[config.mk]
export PLATFORM = sky130hd
export DESIGN_NAME = i2c_strap_target
export DESIGN_NICKNAME = d
export VERILOG_FILES = /design/src/rtl/i2ct_pkg.sv /design/src/rtl/i2ct_sync.sv /design/src/rtl/i2ct_linecond.sv /design/src/rtl/i2c_strap_target.sv
export SDC_FILE = /design/constraint.sdc
export NUM_CORES = 1
export LEC_CHECK = 0
export ABC_AREA = 1
export BUFFER_PORTS_ARGS = -buffer_cell sky130_fd_sc_hd__buf_2
export CAP_MARGIN = 20
export CORE_MARGIN = 3
export CORE_UTILIZATION = 35
export CTS_CLUSTER_SIZE = 8
export DETAILED_ROUTE_END_ITERATION = 6
export SLEW_MARGIN = 20
export SYNTH_ARGS = -nofsm -noshare
export SYNTH_HDL_FRONTEND = slang
export SYNTH_SLANG_ARGS = --single-unit
[constraint.sdc]
create_clock -name clk -period 2 [get_ports clk]
set_input_delay 0.2 -clock clk [delete_from_list [all_inputs] [get_ports clk]]
set_output_delay 0.2 -clock clk [all_outputs]
set_load 0.01 [all_outputs]
[src/rtl/i2ct_pkg.sv]
package i2ct_pkg;

    localparam int BYTE_W = 8;
    localparam int BIT_CNT_W = 4;
    localparam logic [BIT_CNT_W-1:0] BYTE_BITS = 4'd8;

    typedef enum logic [2:0] {
        ST_IDLE,
        ST_ADDR,
        ST_ADDR_ACK,
        ST_WR,
        ST_WR_ACK,
        ST_RD,
        ST_RD_ACK
    } tgt_state_e;

endpackage

[src/rtl/i2ct_sync.sv]
module i2ct_sync #(
    parameter int   STAGES  = 2,
    parameter logic RST_VAL = 1'b1
) (
    input  logic clk,
    input  logic rst_n,
    input  logic d,
    output logic q
);
    logic [STAGES-1:0] stage_q;

    for (genvar g = 0; g < STAGES; g++) begin : g_stage
        if (g == 0) begin : g_first
            always_ff @(posedge clk or negedge rst_n) begin
                if (!rst_n) stage_q[0] <= RST_VAL;
                else        stage_q[0] <= d;
            end
        end else begin : g_next
            always_ff @(posedge clk or negedge rst_n) begin
                if (!rst_n) stage_q[g] <= RST_VAL;
                else        stage_q[g] <= stage_q[g-1];
            end
        end
    end

    assign q = stage_q[STAGES-1];
endmodule

[src/rtl/i2ct_linecond.sv]
module i2ct_linecond (
    input  logic clk,
    input  logic rst_n,
    input  logic scl_s,
    input  logic sda_s,
    output logic scl_rise,
    output logic scl_fall,
    output logic start_det,
    output logic stop_det
);
    logic scl_p_q, sda_p_q;

    always_ff @(posedge clk or negedge rst_n) begin
        if (!rst_n) begin
            scl_p_q <= 1'b1;
            sda_p_q <= 1'b1;
        end else begin
            scl_p_q <= scl_s;
            sda_p_q <= sda_s;
        end
    end

    assign scl_rise  = scl_s & ~scl_p_q;
    assign scl_fall  = ~scl_s & scl_p_q;
    assign start_det = scl_s & scl_p_q & sda_p_q & ~sda_s;
    assign stop_det  = scl_s & scl_p_q & ~sda_p_q & sda_s;
endmodule

[src/rtl/i2c_strap_target.sv]
module i2c_strap_target
    import i2ct_pkg::*;
#(
    parameter int         PTR_W       = 8,
    parameter int         SYNC_STAGES = 2,
    parameter logic [4:0] DEV_PREFIX  = 5'b10011,
    parameter logic [6:0] BCAST_ADDR  = 7'h48
) (
    input  logic             clk,
    input  logic             rst_n,
    input  logic             scl_i,
    input  logic             sda_i,
    input  logic [1:0]       strap_i,
    output logic             sda_oe_o,
    output logic             addressed_o,
    output logic             hit_bcast_o,
    output logic [PTR_W-1:0] reg_addr_o,
    output logic [7:0]       reg_wdata_o,
    output logic             reg_we_o,
    input  logic [7:0]       reg_rdata_i
);
    typedef struct packed {
        tgt_state_e           state;
        logic [BYTE_W-1:0]    shift;
        logic [BIT_CNT_W-1:0] cnt;
        logic [PTR_W-1:0]     ptr;
        logic [PTR_W-1:0]     waddr;
        logic [BYTE_W-1:0]    wdata;
        logic                 we;
        logic                 oe;
        logic                 first;
        logic                 rw;
        logic                 nack;
        logic                 active;
        logic                 bcast;
    } tgt_regs_t;

    localparam tgt_regs_t REGS_RST = '{
        state: ST_IDLE, shift: '0, cnt: '0, ptr: '0, waddr: '0, wdata: '0,
        we: 1'b0, oe: 1'b0, first: 1'b0, rw: 1'b0, nack: 1'b0,
        active: 1'b0, bcast: 1'b0
    };

    logic scl_s, sda_s;
    logic scl_rise, scl_fall, start_det, stop_det;
    logic hit_dev, hit_bc;
    tgt_regs_t r_q, r_d;

    i2ct_sync #(.STAGES(SYNC_STAGES), .RST_VAL(1'b1)) u_sync_scl (
        .clk(clk), .rst_n(rst_n), .d(scl_i), .q(scl_s)
    );
    i2ct_sync #(.STAGES(SYNC_STAGES), .RST_VAL(1'b1)) u_sync_sda (
        .clk(clk), .rst_n(rst_n), .d(sda_i), .q(sda_s)
    );

    i2ct_linecond u_cond (
        .clk      (clk),
        .rst_n    (rst_n),
        .scl_s    (scl_s),
        .sda_s    (sda_s),
        .scl_rise (scl_rise),
        .scl_fall (scl_fall),
        .start_det(start_det),
        .stop_det (stop_det)
    );

    assign hit_dev = (r_q.shift[7:1] == {DEV_PREFIX, strap_i});
    assign hit_bc  = (r_q.shift[7:1] == BCAST_ADDR);

    always_comb begin
        r_d    = r_q;
        r_d.we = 1'b0;
        if (stop_det) begin
            r_d.state  = ST_IDLE;
            r_d.oe     = 1'b0;
            r_d.active = 1'b0;
            r_d.bcast  = 1'b0;
        end else if (start_det) begin
            r_d.state  = ST_ADDR;
            r_d.cnt    = '0;
            r_d.oe     = 1'b0;
            r_d.active = 1'b0;
            r_d.bcast  = 1'b0;
        end else begin
            unique case (r_q.state)
                ST_ADDR: begin
                    if (scl_rise) begin
                        r_d.shift = {r_q.shift[6:0], sda_s};
                        r_d.cnt   = r_q.cnt + 1'b1;
                    end else if (scl_fall && r_q.cnt == BYTE_BITS) begin
                        r_d.rw = r_q.shift[0];
                        if (hit_dev || (hit_bc && !r_q.shift[0])) begin
                            r_d.state  = ST_ADDR_ACK;
                            r_d.oe     = 1'b1;
                            r_d.active = 1'b1;
                            r_d.bcast  = hit_bc;
                        end else begin
                            r_d.state = ST_IDLE;
                        end
                    end
                end
                ST_ADDR_ACK: begin
                    if (scl_fall) begin
                        r_d.cnt = '0;
                        if (r_q.rw) begin
                            r_d.state = ST_RD;
                            r_d.shift = reg_rdata_i;
                            r_d.oe    = ~reg_rdata_i[7];
                        end else begin
                            r_d.state = ST_WR;
                            r_d.first = 1'b1;
                            r_d.oe    = 1'b0;
                        end
                    end
                end
                ST_WR: begin
                    if (scl_rise) begin
                        r_d.shift = {r_q.shift[6:0], sda_s};
                        r_d.cnt   = r_q.cnt + 1'b1;
                    end else if (scl_fall && r_q.cnt == BYTE_BITS) begin
                        r_d.state = ST_WR_ACK;
                        r_d.oe    = 1'b1;
                        if (r_q.first) begin
                            r_d.ptr   = PTR_W'(r_q.shift);
                            r_d.first = 1'b0;
                        end else begin
                            r_d.we    = 1'b1;
                            r_d.waddr = r_q.ptr;
                            r_d.wdata = r_q.shift;
                            r_d.ptr   = r_q.ptr + 1'b1;
                        end
                    end
                end
                ST_WR_ACK: begin
                    if (scl_fall) begin
                        r_d.state = ST_WR;
                        r_d.cnt   = '0;
                        r_d.oe    = 1'b0;
                    end
                end
                ST_RD: begin
                    if (scl_rise) begin
                        r_d.cnt = r_q.cnt + 1'b1;
                    end else if (scl_fall) begin
                        if (r_q.cnt == BYTE_BITS) begin
                            r_d.state = ST_RD_ACK;
                            r_d.oe    = 1'b0;
                            r_d.ptr   = r_q.ptr + 1'b1;
                        end else begin
                            r_d.shift = {r_q.shift[6:0], 1'b0};
                            r_d.oe    = ~r_q.shift[6];
                        end
                    end
                end
                ST_RD_ACK: begin
                    if (scl_rise) begin
                        r_d.nack = sda_s;
                    end else if (scl_fall) begin
                        r_d.cnt = '0;
                        if (r_q.nack) begin
                            r_d.state  = ST_IDLE;
                            r_d.active = 1'b0;
                        end else begin
                            r_d.state = ST_RD;
                            r_d.shift = reg_rdata_i;
                            r_d.oe    = ~reg_rdata_i[7];
                        end
                    end
                end
                default: begin
                    r_d.oe = 1'b0;
                end
            endcase
        end
    end

    always_ff @(posedge clk or negedge rst_n) begin
        if (!rst_n) r_q <= REGS_RST;
        else        r_q <= r_d;
    end

    assign sda_oe_o    = r_q.oe;
    assign addressed_o = r_q.active;
    assign hit_bcast_o = r_q.bcast;
    assign reg_we_o    = r_q.we;
    assign reg_wdata_o = r_q.wdata;
    assign reg_addr_o  = r_q.we ? r_q.waddr : r_q.ptr;

endmodule

==> results of run 1 <==
stage by stage:
stage / power (mW) / setup slack, ns
global placement: 2.70 / 0.199
CTS: 3.51 / 0.0981
finish: 3.54 / 0.182
detailed placement: 2.72 / 0.123
floorplan: 2.37 / 0.460
global route: 3.81 / 0.0145
routing by layer:
layer / up-vias / track usage [%]
met5: - / 0
met4: 0 / 3.68
met3: 14 / 2.96
met2: 66 / 25.1
met1: 1347 / 21.2
li1: 1488 / -
flip-flops by register name, summed over array words and instances (netlist names):
| signal | cells |
|---|---|
| addressed_o | 1 |
| hit_bcast_o | 1 |
| r_q | 34 |
| reg_wdata_o | 8 |
| reg_we_o | 1 |
| sda_oe_o | 1 |
| u_cond.scl_p_q | 1 |
| u_cond.sda_p_q | 1 |
| u_sync_scl.q | 1 |
| u_sync_scl.stage_q | 1 |
| u_sync_sda.q | 1 |
| u_sync_sda.stage_q | 1 |
layout make-up:
type,instances,share of cell area (%)
clock buffer,5,1.92
tap,108,3.77
clock inverter,3,1.29
multi-input combinational,328,44.0
inverter,49,5.21
sequential,52,36.6
timing repair buffer,43,7.20
cells by family (layout without fill, tap and decap cells):
logic type,count (synthesis),in the layout
xor gates and xnor gates,4,4
buffers and inverters,67,100
AOI/OAI and AO/OA,66,66
and+or+nand+nor,253,253
DFF,52,52
adders and majority gates,5,5
timing repair:
item | CTS | global route
buffers inserted | 0 | 3
endpoints found under the setup margin | 0 | 12
hold buffers | 2 | 0
gates resized for setup | 0 | 1
hold endpoints to repair | 2 | 0
where the power goes:
group	internal (mW)	leakage [nW]	switching, mW	total, mW
logic	0.452	1.12	0.863	1.32
registers	1.21	0.685	0.227	1.44
clock network	0.381	0.0600	0.403	0.784
total	2.05	1.86	1.49	3.54
worst max path at each step:
stage	to	slack, ns	startpoint	depth (start not counted)
floorplan	r_q[35]$_DFFE_PN0P_	0.46	u_sync_sda.q$_DFF_PN1_	9
global placement	r_q[42]$_DFFE_PN0P_	0.20	u_sync_sda.q$_DFF_PN1_	9
detailed placement	r_q[42]$_DFFE_PN0P_	0.12	r_q[45]$_DFFE_PN0P_	9
CTS	r_q[42]$_DFFE_PN0P_	0.1	r_q[45]$_DFFE_PN0P_	9
global route	r_q[44]$_DFFE_PN0P_	0.01	r_q[44]$_DFFE_PN0P_	8
finish	r_q[30]$_DFFE_PN0P_	0.18	r_q[43]$_DFFE_PN0P_	9
placed cells by master, fill, tap and decap left out, drive strengths merged, types with 6 or more instances in the layout:
cell | synthesis | routed
a21oi | 7 | 7
buf | 16 | 41
dfrtp | 46 | 46
dfstp | 6 | 6
inv | 49 | 50
nand2 | 155 | 155
nand3 | 39 | 39
nand4 | 8 | 8
nor2 | 42 | 42
o21ai | 56 | 56
==> results.md, run 1 <==
- Run status: finished with violations
- Violations in the final reports: negative hold slack
- Diodes inserted: 0
- WP buf/inv: 2
- Critical path's largest stage delay: 0.59 ns
- Utilization of the core after routing: 40.9%
- RD Place Congestion: 0.894
- Post-synth ARST share: 100%
- Pin count of the biggest net entering global routing: 53
- Dpl hpwl: 5570 um
- Placed inst area: 3420 um2
- Reg2reg end: r_q[30]$_DFFE_PN0P_
- Critical Path Start Type: flop
- Pins Over Slew Limit: 0
- Post-Syn Instances: 447
- Combinational family with the most area after synthesis: simple AND/OR/NAND/NOR gates
- Overall via count from detail_route: 2,915
- Final hold violation count: 40
- Transition time at the pin with the least slew margin: 0.653 ns
- Area inside the core boundary: 8760 um2
- Iteration-0 DRC count of the detailed router: 253
- Data arrival time of the critical path: 2.09 ns
- Setup slack of the worst register-to-register path: 0.18 ns
- Ratio of total power to cell area: 989 nW/um2
- Worst-path cell chain: nand2_1 > nor2_2 > nand3_1 > nand2_1 > nand4_1 > buf_4 > inv_2 > nand3_1 > nand2_1
- List of most frequent post-synthesis cells: sky130_fd_sc_hd__nand2_1, sky130_fd_sc_hd__dfrtp_1, sky130_fd_sc_hd__inv_1
- Cell type with the highest occurrence count on the critical path: sky130_fd_sc_hd__nand2_1
- Clock period minus worst slack: 1.82 ns
- DRC viols: 0
- Fill cells: 930
- Total Routed Length: 7660 um
- Most common cell in the netlist: sky130_fd_sc_hd__nand2_1
- Number of cell rows: 34
- Proportion of synthesized chip area in sequential cells: 41.1%
- Die Outline Area: 10,300 um2
- Post-synthesis average cell area: 7.13 um2
- Worst R2R Path Depth: 9
- Final net count: 498
- Cell type with the largest total area after synthesis: sky130_fd_sc_hd__dfrtp_1
- Compound-Gate Fraction of Synth Area: 10.9%
- Final setup vio count: 0
- Max Fanout on Critical Path: 11
- Post-layout instance area: 3580 um2
- Post-synthesis net count: 466
- Routed length on met1: 3700 um
- Met2 Wirelength: 3530 um
- Top cell type's share of synthesized area: 36.1%
- Share of post-route cells with drive strength above 1: 18.3%
- Synthesized area: 3190 um2
- First-pass GRT wire length: 12,800 um
- Worst relative slew slack: 56.5%
- Initial antenna violation count: 0
- Ports placed on the boundary: 34
- Synthesis-to-layout area growth: 12.4%
- Number of storage elements in the synthesis netlist: 52
- Number of placed cells counting well taps: 575
- Master of the slowest instance on the critical path: sky130_fd_sc_hd__dfrtp_1
- Synthesis warning total: 0
- Fraction of the mapped netlist area in adder cells: 1.96%
- Deepest level of the CTS H-tree: 2
- Vias per std cell: 4.96
- Clock latency on the worst-skew pair: 0.32 ns
- Most common flop cell mapped by yosys: sky130_fd_sc_hd__dfrtp_1
- Static Leakage: 1.86 nW
- Cts bufs inserted: 5
- Path type of the worst min-delay path: primary input to async pin
- GRT Resource Usage Total: 15.4%
- Height of the chip: 101 um
- Unrepaired setup endpoints after global routing: no
- Startpoint of the worst register-to-register path: r_q[43]$_DFFE_PN0P_
- Clock root buffer: sky130_fd_sc_hd__clkbuf_8
- Number of flops mapped to enable cells by yosys: 0
- Register cell area after layout: 1310 um2
- Reg clk slew, reported paths: 0.11 ns
- Crit share post-route: 90.9%
- Worst-case vdd ir drop: 0.463 mV
- Number of global-route vias before repair: 2,623
- Total negative slack for setup checks: 0 ns
- Overflow left after global routing: 0
- Number of unique standard cell types used by synthesis: 31
- Port bufs: 33
- CTS tree: done
- WP data required: 2.27 ns
- Proportion of synthesized area in mux cells: 0%
- Multi-input logic area: 1580 um2
- Critical path class: flop to flop
- Fmax achieved: 0.550 GHz
- Antenna viol nets, final: 0
- Non-filler cells, final: 588
- Clock Sink Count: 52
- Worst-case clock skew: 0.00790 ns
- DR WL met3: 321 um
- Top delay family on crit path: simple AND/OR/NAND/NOR gates
- Highest metal used: met4
- Initial core utilization: 36.4%
- Routed wire per std cell: 13.0 um
- Area share of xor/xnor cells in the synthesized design: 1.10%
- Endpoint kind of the worst setup timing path: flop
- Number of max-cap violations: 0
- Top cells by area in the synthesized netlist: sky130_fd_sc_hd__dfrtp_1, sky130_fd_sc_hd__nand2_1, sky130_fd_sc_hd__nand3_1
- Worst-case hold slack: -0.0140 ns
- Worst-case clock buffer depth: 2
- 1st-pass router iterations: 5
- Die Wd: 101 um
- Fraction of the mapped netlist area in simple logic gates: 35.5%
No activity file was read; power rests on OpenSTA's default activity.
==> run 2, diff against run 1 <==
--- a/config.mk
+++ b/config.mk
@@ -8,10 +8,14 @@
 export ABC_AREA = 1
 export BUFFER_PORTS_ARGS = -buffer_cell sky130_fd_sc_hd__buf_2
 export CAP_MARGIN = 20
+export CELL_PAD_IN_SITES_DETAIL_PLACEMENT = 1
+export CELL_PAD_IN_SITES_GLOBAL_PLACEMENT = 1
 export CORE_MARGIN = 3
 export CORE_UTILIZATION = 35
 export CTS_CLUSTER_SIZE = 8
 export DETAILED_ROUTE_END_ITERATION = 6
+export HOLD_SLACK_MARGIN = 0.05
+export PLACE_DENSITY_LB_ADDON = 0.1
 export SLEW_MARGIN = 20
 export SYNTH_ARGS = -nofsm -noshare
 export SYNTH_HDL_FRONTEND = slang
==> results.md, run 2 (synthesized netlist as in run 1, its figures left out) <==
- Die Outline Area: 10,300 um2
- Initial antenna violation count: 0
- Share of total power in sequential cells: 40.6%
- Data arrival time of the critical path: 2.04 ns
- Hold Startpoint: reg_rdata_i[1]
- Final net count: 502
- Deepest level of the CTS H-tree: 2
- Run status: finished, final reports clean
- Critical path class: flop to flop
- Unrepaired setup endpoints after global routing: yes
- Antenna viol nets, final: 0
- Worst-case clock buffer depth: 2
- DRC viols: 0
- Register with the most flip-flops: r_q
- Setup slack of the worst register-to-register path: 0.19 ns
- Synthesis-to-layout area growth: 14.0%
- Endpoint kind of the worst setup timing path: flop
- Worst Hold Endpoint: r_q[36]$_DFFE_PN0P_
- Relative contribution of combinational cells to total power: 37.9%
- Ratio of total power to cell area: 975 nW/um2
- 1st-pass router iterations: 4
- Switching Power: 1.50 mW
- Vias per std cell: 5.00
- Worst-case vdd ir drop: 0.506 mV
- Utilization of the core after routing: 41.4%
- Top library cells by usage in the layout, fill and taps aside: sky130_fd_sc_hd__nand2_1, sky130_fd_sc_hd__dfrtp_1, sky130_fd_sc_hd__inv_1
- Worst relative slew slack: 57.5%
- Reg clk slew, reported paths: 0.10 ns
- Routed wire per std cell: 14.8 um
- Max Fanout on Critical Path: 11
- Final hold violation count: 0
- First-pass GRT wire length: 14,800 um
- Number of cell rows: 34
- WP data required: 2.23 ns
- Iteration-0 DRC count of the detailed router: 112
- Fill cells: 1,140
- Initial core utilization: 36.4%
- Max FFs per register: 34
- Area inside the core boundary: 8760 um2
- Ports placed on the boundary: 34
- Final setup vio count: 0
- Dpl hpwl: 6830 um
- Total Routed Length: 8770 um
- Clock root buffer: sky130_fd_sc_hd__clkbuf_8
- Cell internal pwr: 2.04 mW
- Critical Path Start Type: flop
- Master of the slowest instance on the critical path: sky130_fd_sc_hd__dfrtp_1
- Clock period minus worst slack: 1.81 ns
- Pin count of the biggest net entering global routing: 33
- Critical path's largest stage delay: 0.44 ns
- Die Wd: 101 um
- Most common library cell in the layout ignoring fill and taps: sky130_fd_sc_hd__nand2_1
- Clock Sink Count: 52
- Height of the chip: 101 um
- Share of post-route cells with drive strength above 1: 19.0%
- Worst-path cell chain: inv_1 > ha_1 > nand2_1 > nor2_1 > nand3_1 > nand2_1 > nand4_1 > buf_4 > inv_2 > nand2_1 > o21ai_1
- Pins Over Slew Limit: 0
- Overflow left after global routing: 0
- Crit share post-route: 90.5%
- Static Leakage: 1.88 nW
- Number of global-route vias before repair: 3,089
- Overall via count from detail_route: 2,958
- Clock share of power: 21.4%
- Cell type with the highest occurrence count on the critical path: sky130_fd_sc_hd__nand2_1
- Transition time at the pin with the least slew margin: 0.637 ns
- Cts bufs inserted: 5
- Number of cells traversed by the worst hold path: 5
- Fraction of power spent switching nets: 42.3%
- Fmax achieved: 0.553 GHz
- Worst-case clock skew: 0.00813 ns
- Clock latency on the worst-skew pair: 0.31 ns
- Worst R2R Path Depth: 11
- Number of max-cap violations: 0
- Reg2reg end: r_q[26]$_DFFE_PN0P_
- Startpoint of the worst register-to-register path: r_q[31]$_DFFE_PN0P_
- Total negative slack for setup checks: 0 ns
- GRT Resource Usage Total: 18.0%
- Diodes inserted: 0
- Non-filler cells, final: 592
- Path type of the worst min-delay path: primary input to flop
- Worst-case hold slack: 0.240 ns
- CTS tree: done
- Port bufs: 33
- Number of placed cells counting well taps: 579
- RD Place Congestion: 0.857
==> run 2: changes by cell type in the layout (fill, tap and decap cells not counted), sizes merged <==
cell and change:
dlygate4sd3 +1, buf +3, clkinv -1, clkinvlp +1
==> run 2: routing by layer <==
layer | track usage, % | up-vias | share of wire (%)
met4 | 4.19 | 0 | 1.3
met3 | 2.34 | 8 | 2.2
met2 | 33.3 | 28 | 51
met1 | 22.1 | 1428 | 45
met5 | 0 | - | 0
li1 | - | 1494 | -
==> run 2: how the worst max path moves through the flow <==
stage / start / end / slack (ns)
2_1_floorplan: u_sync_sda.q$_DFF_PN1_ / r_q[35]$_DFFE_PN0P_ / 0.46
3_3_place_gp: u_cond.scl_p_q$_DFF_PN1_ / r_q[35]$_DFFE_PN0P_ / 0.18
3_5_place_dp: r_q[45]$_DFFE_PN0P_ / r_q[35]$_DFFE_PN0P_ / 0.11
4_1_cts: r_q[45]$_DFFE_PN0P_ / r_q[35]$_DFFE_PN0P_ / 0.09
5_1_grt: r_q[31]$_DFFE_PN0P_ / r_q[26]$_DFFE_PN0P_ / -0.002
6_report: r_q[31]$_DFFE_PN0P_ / r_q[26]$_DFFE_PN0P_ / 0.19
==> run 2: layout make-up <==
type,count,area (um2),area share (%)
Clock buffer,5,68.8,1.89
Clock inverter,3,46.3,1.27
Inverter,49,186,5.13
Multi-Input combinational cell,328,1580,43.5
Sequential cell,52,1310,36.1
Tap cell,108,135,3.72
Timing Repair Buffer,47,303,8.34
==> run 2: worst max-delay path: cells and delay by family, from the launching register on <==
| kind | cells | cell delay, ns |
|---|---|---|
| adder cells (fa/ha/maj) | 1 | 0.16 |
| flip-flops | 1 | 0.44 |
| AND/OR/NAND/NOR | 6 | 0.67 |
| buffers and inverters | 3 | 0.39 |
| AO/OA/AOI/OAI | 1 | 0.09 |
==> run 2: power by group through the flow <==
stage | logic, mW | clock network [mW] | registers [mW]
floorplan | 1.01 | 0 | 1.35
global placement | 1.29 | 0 | 1.46
detailed placement | 1.32 | 0 | 1.46
CTS | 1.33 | 0.799 | 1.44
global route | 1.58 | 0.834 | 1.47
finish | 1.34 | 0.759 | 1.44
==> run 2: timing repair <==
| item | 4_1_cts | 5_1_grt |
|---|---|---|
| setup buffers | 0 | 2 |
| setup endpoints to repair | 0 | 15 |
| gates resized for setup | 0 | 3 |
| hold buffers | 3 | 0 |
| endpoints found under the hold margin | 26 | 0 |
==> run 2: per-stage QoR <==
step	cell area, um2	power (mW)	setup WS, ns
finish	3630	3.54	0.191
global route	3630	3.88	-0.00179
CTS	3610	3.57	0.0886
detailed placement	3460	2.78	0.110
floorplan	3190	2.37	0.460
global placement	3460	2.75	0.177
